## src/rtl/wdog_keyguard.sv

```systemverilog
module wdog_keyguard #(
  parameter int          AW       = 8,
  parameter logic [15:0] KEY_ONE  = 16'hA5C6,
  parameter logic [15:0] KEY_TWO  = 16'hDA7E
) (
  input  logic          clk,
  input  logic          rst_n,
  input  logic          wr_en,
  input  logic [AW-1:0] wr_addr,
  input  logic [31:0]   wr_data,
  input  logic [1:0]    glb_mode,
  input  logic [1:0]    half_run,
  output logic          wdt_rst_pulse,
  output logic          wdt_fired,
  output logic [1:0]    wdt_state
);
  localparam logic [AW-1:0] A_CNT_LO = AW'(8'h10);
  localparam logic [AW-1:0] A_CNT_HI = AW'(8'h14);
  localparam logic [AW-1:0] A_PRD_LO = AW'(8'h18);
  localparam logic [AW-1:0] A_PRD_HI = AW'(8'h1C);
  localparam logic [AW-1:0] A_CTL    = AW'(8'h28);
  localparam int            EN_BIT   = 14;

  typedef enum logic [1:0] {S_OFF = 2'd0, S_PRE = 2'd1, S_ARM = 2'd2, S_HALF = 2'd3} st_t;

  st_t         st;
  logic [63:0] cnt, prd;

  wire  [15:0] key     = wr_data[31:16];
  wire         run_ok  = (glb_mode == 2'b10) && (half_run == 2'b11);
  wire         key_wr  = wr_en && (wr_addr == A_CTL) && run_ok;
  wire         armed   = (st == S_ARM) || (st == S_HALF);
  wire         expire  = armed && run_ok && (cnt == prd);
  wire         bad_key = key_wr && (((st == S_ARM) && (key != KEY_ONE)) ||
                                    ((st == S_HALF) && (key != KEY_TWO)));
  wire         fire    = expire || bad_key;
  wire         svc_end = key_wr && (st == S_HALF) && (key == KEY_TWO);
  wire         load_ok = wr_en && (st == S_OFF);

  assign wdt_state = st;

  always_ff @(posedge clk or negedge rst_n) begin
    if (!rst_n) begin
      st            <= S_OFF;
      cnt           <= '0;
      prd           <= '0;
      wdt_rst_pulse <= 1'b0;
      wdt_fired     <= 1'b0;
    end else begin
      wdt_rst_pulse <= fire;
      if (fire) wdt_fired <= 1'b1;

      if (fire) st <= S_OFF;
      else if (key_wr) begin
        case (st)
          S_OFF:   if (key == KEY_ONE && wr_data[EN_BIT]) st <= S_PRE;
          S_PRE:   if (key == KEY_TWO) st <= S_ARM;
          S_ARM:   st <= S_HALF;
          default: st <= S_ARM;
        endcase
      end

      if (fire || svc_end) cnt <= '0;
      else if (armed && run_ok) cnt <= cnt + 64'd1;
      else if (load_ok && wr_addr == A_CNT_LO) cnt[31:0]  <= wr_data;
      else if (load_ok && wr_addr == A_CNT_HI) cnt[63:32] <= wr_data;

      if (load_ok && wr_addr == A_PRD_LO) prd[31:0]  <= wr_data;
      if (load_ok && wr_addr == A_PRD_HI) prd[63:32] <= wr_data;
    end
  end
endmodule


```

## config.mk

```make
export PLATFORM = sky130hd
export DESIGN_NAME = wdog_keyguard
export DESIGN_NICKNAME = d
export VERILOG_FILES = /design/src/rtl/wdog_keyguard.sv
export SDC_FILE = /design/constraint.sdc
export NUM_CORES = 1
export LEC_CHECK = 0
export ABC_AREA = 1
export BUFFER_PORTS_ARGS = -buffer_cell sky130_fd_sc_hd__buf_2
export CORE_ASPECT_RATIO = 0.5
export CORE_UTILIZATION = 30
export DETAILED_ROUTE_END_ITERATION = 16
export PLACE_DENSITY = 0.46
export SYNTH_ARGS = -nofsm -noshare
export SYNTH_HDL_FRONTEND = slang
export SYNTH_SLANG_ARGS = --single-unit
```

## constraint.sdc

```tcl
create_clock -name clk -period 2.6 [get_ports clk]
set_input_delay 0.39 -clock clk [delete_from_list [all_inputs] [get_ports clk]]
set_output_delay 0.39 -clock clk [all_outputs]
set_load 0.1 [all_outputs]
```

# ---- Word-level counts from Yosys, hierarchy flattened
# Cells that the tools add are included.
dict set report word_totals {
  inputBits 47
  regBits 132
  out_inout_bits 4
}
dict set report op_classes {
  n_addsub 1
  n_eq_ne 18
  muxes 10
  n_reduce_logical 26
}
# op n
set ops {}
lappend ops {{2-to-1 mux 64 bit} 2}
lappend ops {{2-to-1 mux 32 bit} 3}
lappend ops {{adder 64 x 1 -> 64 bit (second input constant)} 1}
lappend ops {{equality test 64 bit} 1}
lappend ops {{equality test 16 bit (second input constant)} 2}
lappend ops {{equality test 8 x 5 -> 1 bit (second input constant)} 4}
lappend ops {{!= test 16 bit (second input constant)} 2}
lappend ops {{logical AND 1 bit} 16}
lappend ops {{equality test 2 bit (second input constant)} 4}
lappend ops {{equality test 8 x 6 -> 1 bit (second input constant)} 1}
lappend ops {{2-to-1 mux 2 bit} 4}
lappend ops {{!= test 3 bit (second input constant)} 2}
lappend ops {{case mux 2 bit (3 select lines)} 1}
lappend ops {{nonzero test 3 bit} 2}
lappend ops {{logical OR 1 bit} 4}
lappend ops {{!= test 3 x 2 -> 1 bit (second input constant)} 1}
lappend ops {{AND reduction 3 bit} 1}
lappend ops {{equality test 2 x 1 -> 1 bit (second input constant)} 1}
lappend ops {{logical NOT 2 bit} 1}
lappend ops {{AND reduction 2 bit} 1}
lappend ops {{nonzero test 2 bit} 1}

# ---- Logic depth before layout (Yosys ltp)
# Gate-level depths: netlist of run 1.
dict set report logic_depth {
  word_depth 8
  mapped_depth 16
}

# ---- Least setup slack after synthesis of run 1
# No wires, ideal clock.
dict set report synth_path {
  kind {flip-flop to flip-flop}
  start {register st[1], in the netlist wdt_state[1]}
  end {register cnt[25]}
  t_arrival_ns 2.270
  required_ns 2.483
  stages_incl_launch_ff 14
  setup_slack_ns 0.213
  period_less_slack_ns 2.387
  path_buffers 2
  setup_time_ns 0.117
  cell_sequence {dfrtp_1 > inv_2 > nor3_4 > nand2_1 > nor2_1 > nand2_1 > nor2_1 > nand3_1 > nand3_1 > buf_6 > buf_6 > nor2_1 > nand2_1 > nand2_1}
}
dict set report synth_between {
  elab_chain_cells 7
}
# item line
set synth_rtl {}
lappend synth_rtl {{start: declaration} 26} ;# st_t st;
lappend synth_rtl {{start signal: assignment} 44} ;# st <= S_OFF;
lappend synth_rtl {{start signal: assignment} 53} ;# if (fire) st <= S_OFF;
lappend synth_rtl {{start signal: assignment} 56} ;# S_OFF: if (key == KEY_ONE && wr_data[EN_BIT]) st <= S_PRE;
lappend synth_rtl {{equality test 2 bit (on tied branches)} -}
lappend synth_rtl {{logical OR 1 bit, or another cell as far along} 32} ;# wire armed = (st == S_ARM) || (st == S_HALF);
lappend synth_rtl {{logical AND 1 bit / logical OR 1 bit (equally long branches)} {33, 64, 34}}
lappend synth_rtl {{logical AND 1 bit (on tied branches)} {33, 34}}
lappend synth_rtl {{logical OR 1 bit} 36} ;# wire fire = expire || bad_key;
lappend synth_rtl {{logical OR 1 bit} 63} ;# if (fire || svc_end) cnt <= '0;
lappend synth_rtl {{nonzero test 3 bit (no line) / 2-to-1 mux 64 bit (equally long branches)} -}
lappend synth_rtl {{end signal: assignment} 64} ;# else if (armed && run_ok) cnt <= cnt + 64'd1;
lappend synth_rtl {{end signal: assignment} 65} ;# else if (load_ok && wr_addr == A_CNT_LO) cnt[31:0] <= wr_data;
lappend synth_rtl {{end: declaration} 27} ;# logic [63:0] cnt, prd;
# Parallel ways exist; a longest one is shown, timed or not.
# A chain may end at the register's enable or synchronous reset.

# ---- Worst setup path after layout of run 1
dict set report layout_path {
  start {register cnt[40]}
  end {register cnt[42]}
}
dict set report layout_between {
  elab_chain_cells 6
}
# item line
set layout_rtl {}
lappend layout_rtl {{start signal: assignment} 64}
lappend layout_rtl {{start signal: assignment} 66} ;# else if (load_ok && wr_addr == A_CNT_HI) cnt[63:32] <= wr_data;
lappend layout_rtl {{parallel branches: the longest is 6 deep, another holds adder 64 x 1 -> 64 bit} -}
# Parallel ways; which one is timed is not known.

==> out/results.ini, run 1 <==
[floorplanning]
die_x_um = 253.9
core-area_um2 = 30740
initial_core_util_pct = 30.97
rows = 45
die_area_um2 = 32500
die_h_um = 128.0
io-pin-count = 51

[worst_setup_path]
r2r_end = cnt[42]
cp.arrival_ps = 2780
path_class = flip-flop to flip-flop
endpoint_kind = flip-flop
cp_data_required_time_ps = 2960
endpoint = cnt[42]
reg2reg_depth = 15
r2r_start = cnt[40]
worstPathMaxFanout = 10
crit_start = cnt[40]
critPathLaunchType = flip-flop
reg2reg_slack_ps = 180

[detailed_routing]
viasPerCell = 4.985
ant_nets = 0
drt_iter0_markers = 1098
first_pass_iters = 5
route.detailed.drc = 0
wl_um = 42640
post_drt_wl_per_cell_um = 20.54
dr_total_vias = 10349

[final_layout]
finalNetCount = 1688
n_antenna_cell = 0
post-route-util_pct = 36.20
drive_above_1_share_pct = 8.772
area_growth_pct = 16.87
fin_cells = 2076

[timing]
fmax_ghz = 0.4129
hold_violations = 0
maxSlewHeadroom_pct = 52.86
skew_ps = 10.82
min_period_ps = 2422
grt_setup_unrepaired = no
period_share_pct = 93.14
slew_viol_final = 0
setup_viol = 0
worst_pin_slew_ps = 707.2
setup_slack_ps = 178.4

[global_route]
grt_max_degree = 65
grt_antenna_before_repair = 0
grt_overflow = 0
grt_pass1_wl_um = 62850
gr-usage-all-layers_pct = 27.09
grt_pass1_vias = 9605

[placement]
dp_worst_setup_slack_ps = -85.95
place.gp.congestion = 0.9717
dpl.hpwl_um = 32750
io_buffer_count = 50
dp_cells = 2043

[synth]
yosysWarnings = 0
synth_area_per_cell_um2 = 6.042
syn_nets = 1624
syn_area_um2 = 9522
ys_async_sr_fraction_pct = 100.0
synth_edf_count = 0
synthCells = 1576
yosysUniqueCellTypes = 31
synth_top_area_cell = dfrtp_1
yosys.area.top_type_share_pct = 34.69
yosysSeqAreaShare_pct = 34.69
synth_flop_cell = dfrtp_1
ys_ff_latch = 132
yosys-top-cells-area = dfrtp_1 35%, nand2_1 23%, nor2_1 10%

[clock_tree]
numCtsBuffers = 17
cts_tree = done
h-tree-depth = 4
clk_latency_ps = 460
clock_path_buffers = 2
cts.reportedPaths.clkPinSlew_ps = 70
cts.root.buffer_cell = clkbuf_16
clkSinkCount = 132

[pwr]
totalPowerFinal_mw = 6.007
p_leak_nw = 5.395
ir_drop_mv = 0.5005
p_per_area_nw_per_um2 = 539.8

[min_path]
worstHoldPathCells = 3
hold_path_class = input port to flip-flop

[job]
cap_violations = 0

[outcome]
status = finished, final reports clean

registers in the layout, summed over array words and instances (netlist names):
name / count
cnt: 64
prd: 64
wdt_fired: 1
wdt_rst_pulse: 1
wdt_state: 2
where the power goes:
group	switching (mW)	total (mW)	internal, mW
registers	0.199	2.38	2.18
logic	0.648	0.986	0.338
clock network	1.10	2.64	1.54
synthesized netlist by cell type (14+ instances only):
cell type and number:
a21oi_1 14, xor2_1 22, nor3_1 17, nand3_1 69, o21bai_1 33, inv_1 202, nand2_1 587, nand4_1 57
o21ai_0 99, nor2_1 262, buf_2 18, clkbuf_1 27, dfrtp_1 132
worst max-delay path: stages, from the launching register on:
cell and delay [ps]:
dfrtp_1 520, inv_1 130, nand2_1 90, nand2_1 100, nor2_1 120, nand2_1 140
nor2_1 160, nand2_1 60, nor2_1 110, buf_4 150, nand3_1 120, nand3_1 170
buf_4 230, nor2_1 60, nand2_1 100, nand2_1 60
cells by family (layout without fill, tap and decap cells):
kind of cell | after synthesis | in the layout | share of synthesized area, %
AO/OA/AOI/OAI | 150 | 150 | 8.844
buffers and inverters | 253 | 330 | 10.39
AND/OR/NAND/NOR | 1006 | 1006 | 42.81
adder cells (fa/ha/maj) | 1 | 1 | 0.1314
flip-flops | 132 | 132 | 34.69
XOR/XNOR | 34 | 34 | 3.127
what timing repair did:
| item | CTS | global route |
|---|---|---|
| resized for setup | 1 | 8 |
| endpoints found under the setup margin | 1 | 15 |
| pin swaps | 0 | 0 |
| buffers inserted | 0 | 0 |
| hold buffers | 1 | 0 |
| hold endpoints to repair | 50 | 0 |
cell type report:
cell class / count / area [µm²]
clock inverters: 14 / 175.2
inverters: 203 / 762.0
flip-flops and latches: 132 / 3304
clock buffers: 18 / 439.2
fillers: 3453 / 19610
repair buffers: 95 / 659.4
multi-input cells: 1191 / 5259
well taps: 423 / 529.3
cells in the final DEF (no fill, tap or decap), types with 3 or more instances in the layout:
master	n
xor2_1	22
and2_1	4
nand4_1	57
nand2_1	585
nor3_1	17
nor2_1	259
clkbuf_16	17
xnor2_1	11
buf_2	49
or2_2	3
buf_4	39
bufinv_16	3
clkinv_4	3
o21ai_0	99
inv_6	3
inv_1	200
a21oi_1	13
o21bai_1	33
nand3_1	69
dfrtp_1	131
buf_12	5
clkinvlp_4	3
nor2_2	4
through the flow:
stage / area (µm²) / TNS (ps) / hold slack [ps]
after global routing: 11130 / 0 / 246.9
after CTS: 11100 / 0 / 215.5
after floorplan: 9522 / 0 / 94.41
final: 11130 / 0 / 225.7
after global placement: 10480 / -53.96 / 401.2
after detailed placement: 10480 / -85.95 / 400.1
routing by layer:
metal / part of all wire [%] / GRT usage [%] / up-vias / wire [µm]
met1: 51 / 41.11 / 4959 / 21770
met4: 1.5 / 6.733 / 0 / 643
met3: 8.1 / 6.822 / 31 / 3437
met2: 39 / 37.48 / 357 / 16780
met5: 0 / 0 / - / 0
li1: - / - / 5002 / -
how the worst min path moves through the flow:
| stage | endpoint | slack, ps | start |
|---|---|---|---|
| finish | prd[8] | 230 | wr_data[8] |
| floorplan | cnt[0] | 90 | rst_n |
| global route | prd[9] | 250 | wr_data[9] |
| CTS | prd[8] | 220 | wr_data[8] |
| detailed placement | cnt[38] | 400 | rst_n |
| global placement | prd[42] | 400 | rst_n |
No activity file was read; power rests on OpenSTA's default activity.
==> run 2: changes to the inputs <==
--- a/config.mk
+++ b/config.mk
@@ -11,6 +11,7 @@
 export CORE_UTILIZATION = 30
 export DETAILED_ROUTE_END_ITERATION = 16
 export PLACE_DENSITY = 0.46
+export REMOVE_ABC_BUFFERS = 1
 export SYNTH_ARGS = -nofsm -noshare
 export SYNTH_HDL_FRONTEND = slang
 export SYNTH_SLANG_ARGS = --single-unit
==> out/results.ini, run 2 (synthesis results as in run 1) <==
[global_route]
grt_antenna_before_repair = 0  ; unchanged
grt_pass1_wl_um = 64230  ; +2.2%
gr-usage-all-layers_pct = 28.02  ; +0.93 points
grt_pass1_vias = 9510  ; -0.99%
grt_overflow = 0  ; unchanged
grt_max_degree = 65  ; unchanged

[final_layout]
finalNetCount = 1693  ; +0.30%
layout_common_cells = 587 x nand2_1, 261 x nor2_1, 201 x inv_1
n_antenna_cell = 0  ; unchanged
drive_above_1_share_pct = 8.866  ; +0.094 points
area_growth_pct = 16.74
layout_commonest_cell = nand2_1
fin_cells = 2081  ; +0.24%

[pwr]
clockPowerShare_pct = 40.5  ; -3.4 points
power_frac_comb_pct = 17.8  ; +1.4 points
p_per_area_nw_per_um2 = 514.4  ; -4.7%
ir_drop_mv = 0.4284  ; -14%
p_sw_mw = 1.935  ; -0.57%
p_leak_nw = 5.397  ; about the same
intPower_mw = 3.783  ; -6.9%
totalPowerFinal_mw = 5.718  ; -4.8%
power_frac_seq_pct = 41.7  ; +2.1 points
swShare_pct = 33.84  ; +1.4 points

[worst_setup_path]
max_stage_delay_ps = 480  ; -40 ps
cp_slowest_cell = dfrtp_1
r2r_end = cnt[36]
worstPathMaxFanout = 19  ; +9
path_cells = xor2_1 > nor2_1 > nand2_1 > nor2_1 > nand2_1 > nor2_1 > nand3_1 > buf_4 > nand4_1 > o21bai_1
reg2reg_slack_ps = 150  ; -30 ps
critPathLaunchType = flip-flop
path_common_cell = nor2_1
cp.arrival_ps = 2790  ; about the same
cp_data_required_time_ps = 2940  ; -20 ps
reg2reg_depth = 10  ; -5
endpoint_kind = flip-flop
path_class = flip-flop to flip-flop
r2r_start = cnt[19]

[clock_tree]
numCtsBuffers = 17  ; unchanged
cts_setup_buffers = 0  ; unchanged
clock_path_buffers = 2  ; unchanged
h-tree-depth = 4  ; unchanged
clk_latency_ps = 460  ; about the same
cts.reportedPaths.clkPinSlew_ps = 60  ; about the same
cts.root.buffer_cell = clkbuf_16
clkSinkCount = 132  ; unchanged
cts_tree = done

[timing]
worst_pin_slew_ps = 768.4  ; +61.22 ps
grt_setup_unrepaired = no
setup_slack_ps = 148.0  ; -30.33 ps
fmax_ghz = 0.4078  ; -1.2%
slew_viol_final = 0  ; unchanged
setup_viol = 0  ; unchanged
min_period_ps = 2452  ; +30.33 ps
maxSlewHeadroom_pct = 48.38  ; -4.5 points
skew_ps = 11.22  ; +0.4065 ps
hold_violations = 0  ; unchanged
period_share_pct = 94.31  ; +1.2 points

[floorplanning]
die_area_um2 = 32500  ; unchanged
initial_core_util_pct = 30.97  ; unchanged
core-area_um2 = 30740  ; unchanged
rows = 45  ; unchanged
io-pin-count = 51  ; unchanged
die_h_um = 128.0  ; unchanged
die_x_um = 253.9  ; unchanged

[placement]
dpl.hpwl_um = 34050  ; +3.9%
place.gp.congestion = 1.002  ; +3.2%
dp_cells = 2048  ; +0.24%
io_buffer_count = 50  ; unchanged
dp_worst_setup_slack_ps = 82.27  ; +168.2 ps

[detailed_routing]
first_pass_iters = 5  ; unchanged
dr_total_vias = 10489  ; +1.4%
ant_nets = 0  ; unchanged
viasPerCell = 5.040  ; +1.1%
drt_iter0_markers = 1145  ; +4.3%
post_drt_wl_per_cell_um = 21.13  ; +2.9%
route.detailed.drc = 0  ; unchanged
wl_um = 43980  ; +3.2%

[min_path]
hold_path_class = input port to flip-flop
worstHoldPathCells = 3  ; unchanged
hold_start = wr_data[3]
min_to = prd[35]

[job]
cap_violations = 0  ; unchanged

[outcome]
status = finished, final reports clean

## run 2: changes by cell type in the layout (fill, tap and decap cells not counted), moves of 2 or more
cell	before	now
buf_12	5	7
buf_4	39	42
bufinv_16	3	0
clkinv_2	2	5
dfrtp_1	131	129
dfrtp_2	1	3
inv_6	3	1
nand2_1	585	587
nand2_2	2	0
nor2_1	259	261
nor2_2	4	2
## run 2: final cells by class
| cell class | count | area, µm² |
|---|---|---|
| inverter | 203 | 762.0 |
| multi-input combinational | 1191 | 5256 |
| tap | 423 | 529.3 |
| fill | 3408 | 19630 |
| sequential | 132 | 3307 |
| clock buffer | 20 | 456.7 |
| clock inverter | 12 | 82.58 |
| timing repair buffer | 100 | 721.9 |
## run 2: critical path: cells and delay by family, from the launching register on
family          cells  cell delay [ps]
simple gates        7             1240
flops               1              480
buf+inv             1              290
xor+xnor            1              240
compound gates      1               70
## run 2: worst max path at each step
stage | slack (ps) | end | cells after the start | start
after global placement | 60 | cnt[44] | 13 | cnt[0]
after CTS | 60 | cnt[44] | 13 | cnt[0]
after global routing | 10 | cnt[56] | 12 | cnt[0]
after detailed placement | 80 | cnt[44] | 13 | cnt[0]
final | 150 | cnt[36] | 10 | cnt[19]
after floorplan | -1230 | cnt[0] | 6 | wdt_state[1]
## run 2: per-layer routing
| layer | vias up | GRT usage, % | part of all wire (%) |
|---|---|---|---|
| met4 | 0 | 4.784 | 0.97 |
| met5 | - | 0 | 0 |
| met3 | 33 | 6.863 | 8.8 |
| li1 | 5020 | - | - |
| met1 | 5026 | 45.55 | 53 |
| met2 | 410 | 36.11 | 37 |
## run 2: what timing repair did
item | CTS | global route
endpoints found under the setup margin | 0 | 16
hold buffers | 1 | 0
hold endpoints to repair | 39 | 0
resized for setup | 0 | 6
## run 2: stage by stage
stage,cell area [µm²],TNS (ps),utilization (%),hold WS [ps]
after floorplan,9294,-84510,-,94.41
after detailed placement,10550,0,34.31,360.5
after CTS,11100,0,36.10,216.6
final,11120,0,36.16,226.9
after global placement,10550,0,34.31,351.8
after global routing,11120,0,36.16,251.7
## run 2: power groups by stage
stage               sequential [mW]  clock (mW)  combinational, mW
floorplan                      2.34           0              0.589
global placement               2.41           0              0.994
detailed placement             2.41           0              0.994
CTS                            2.38        2.36               1.00
global route                   2.40        2.44               1.13
finish                         2.39        2.32               1.02
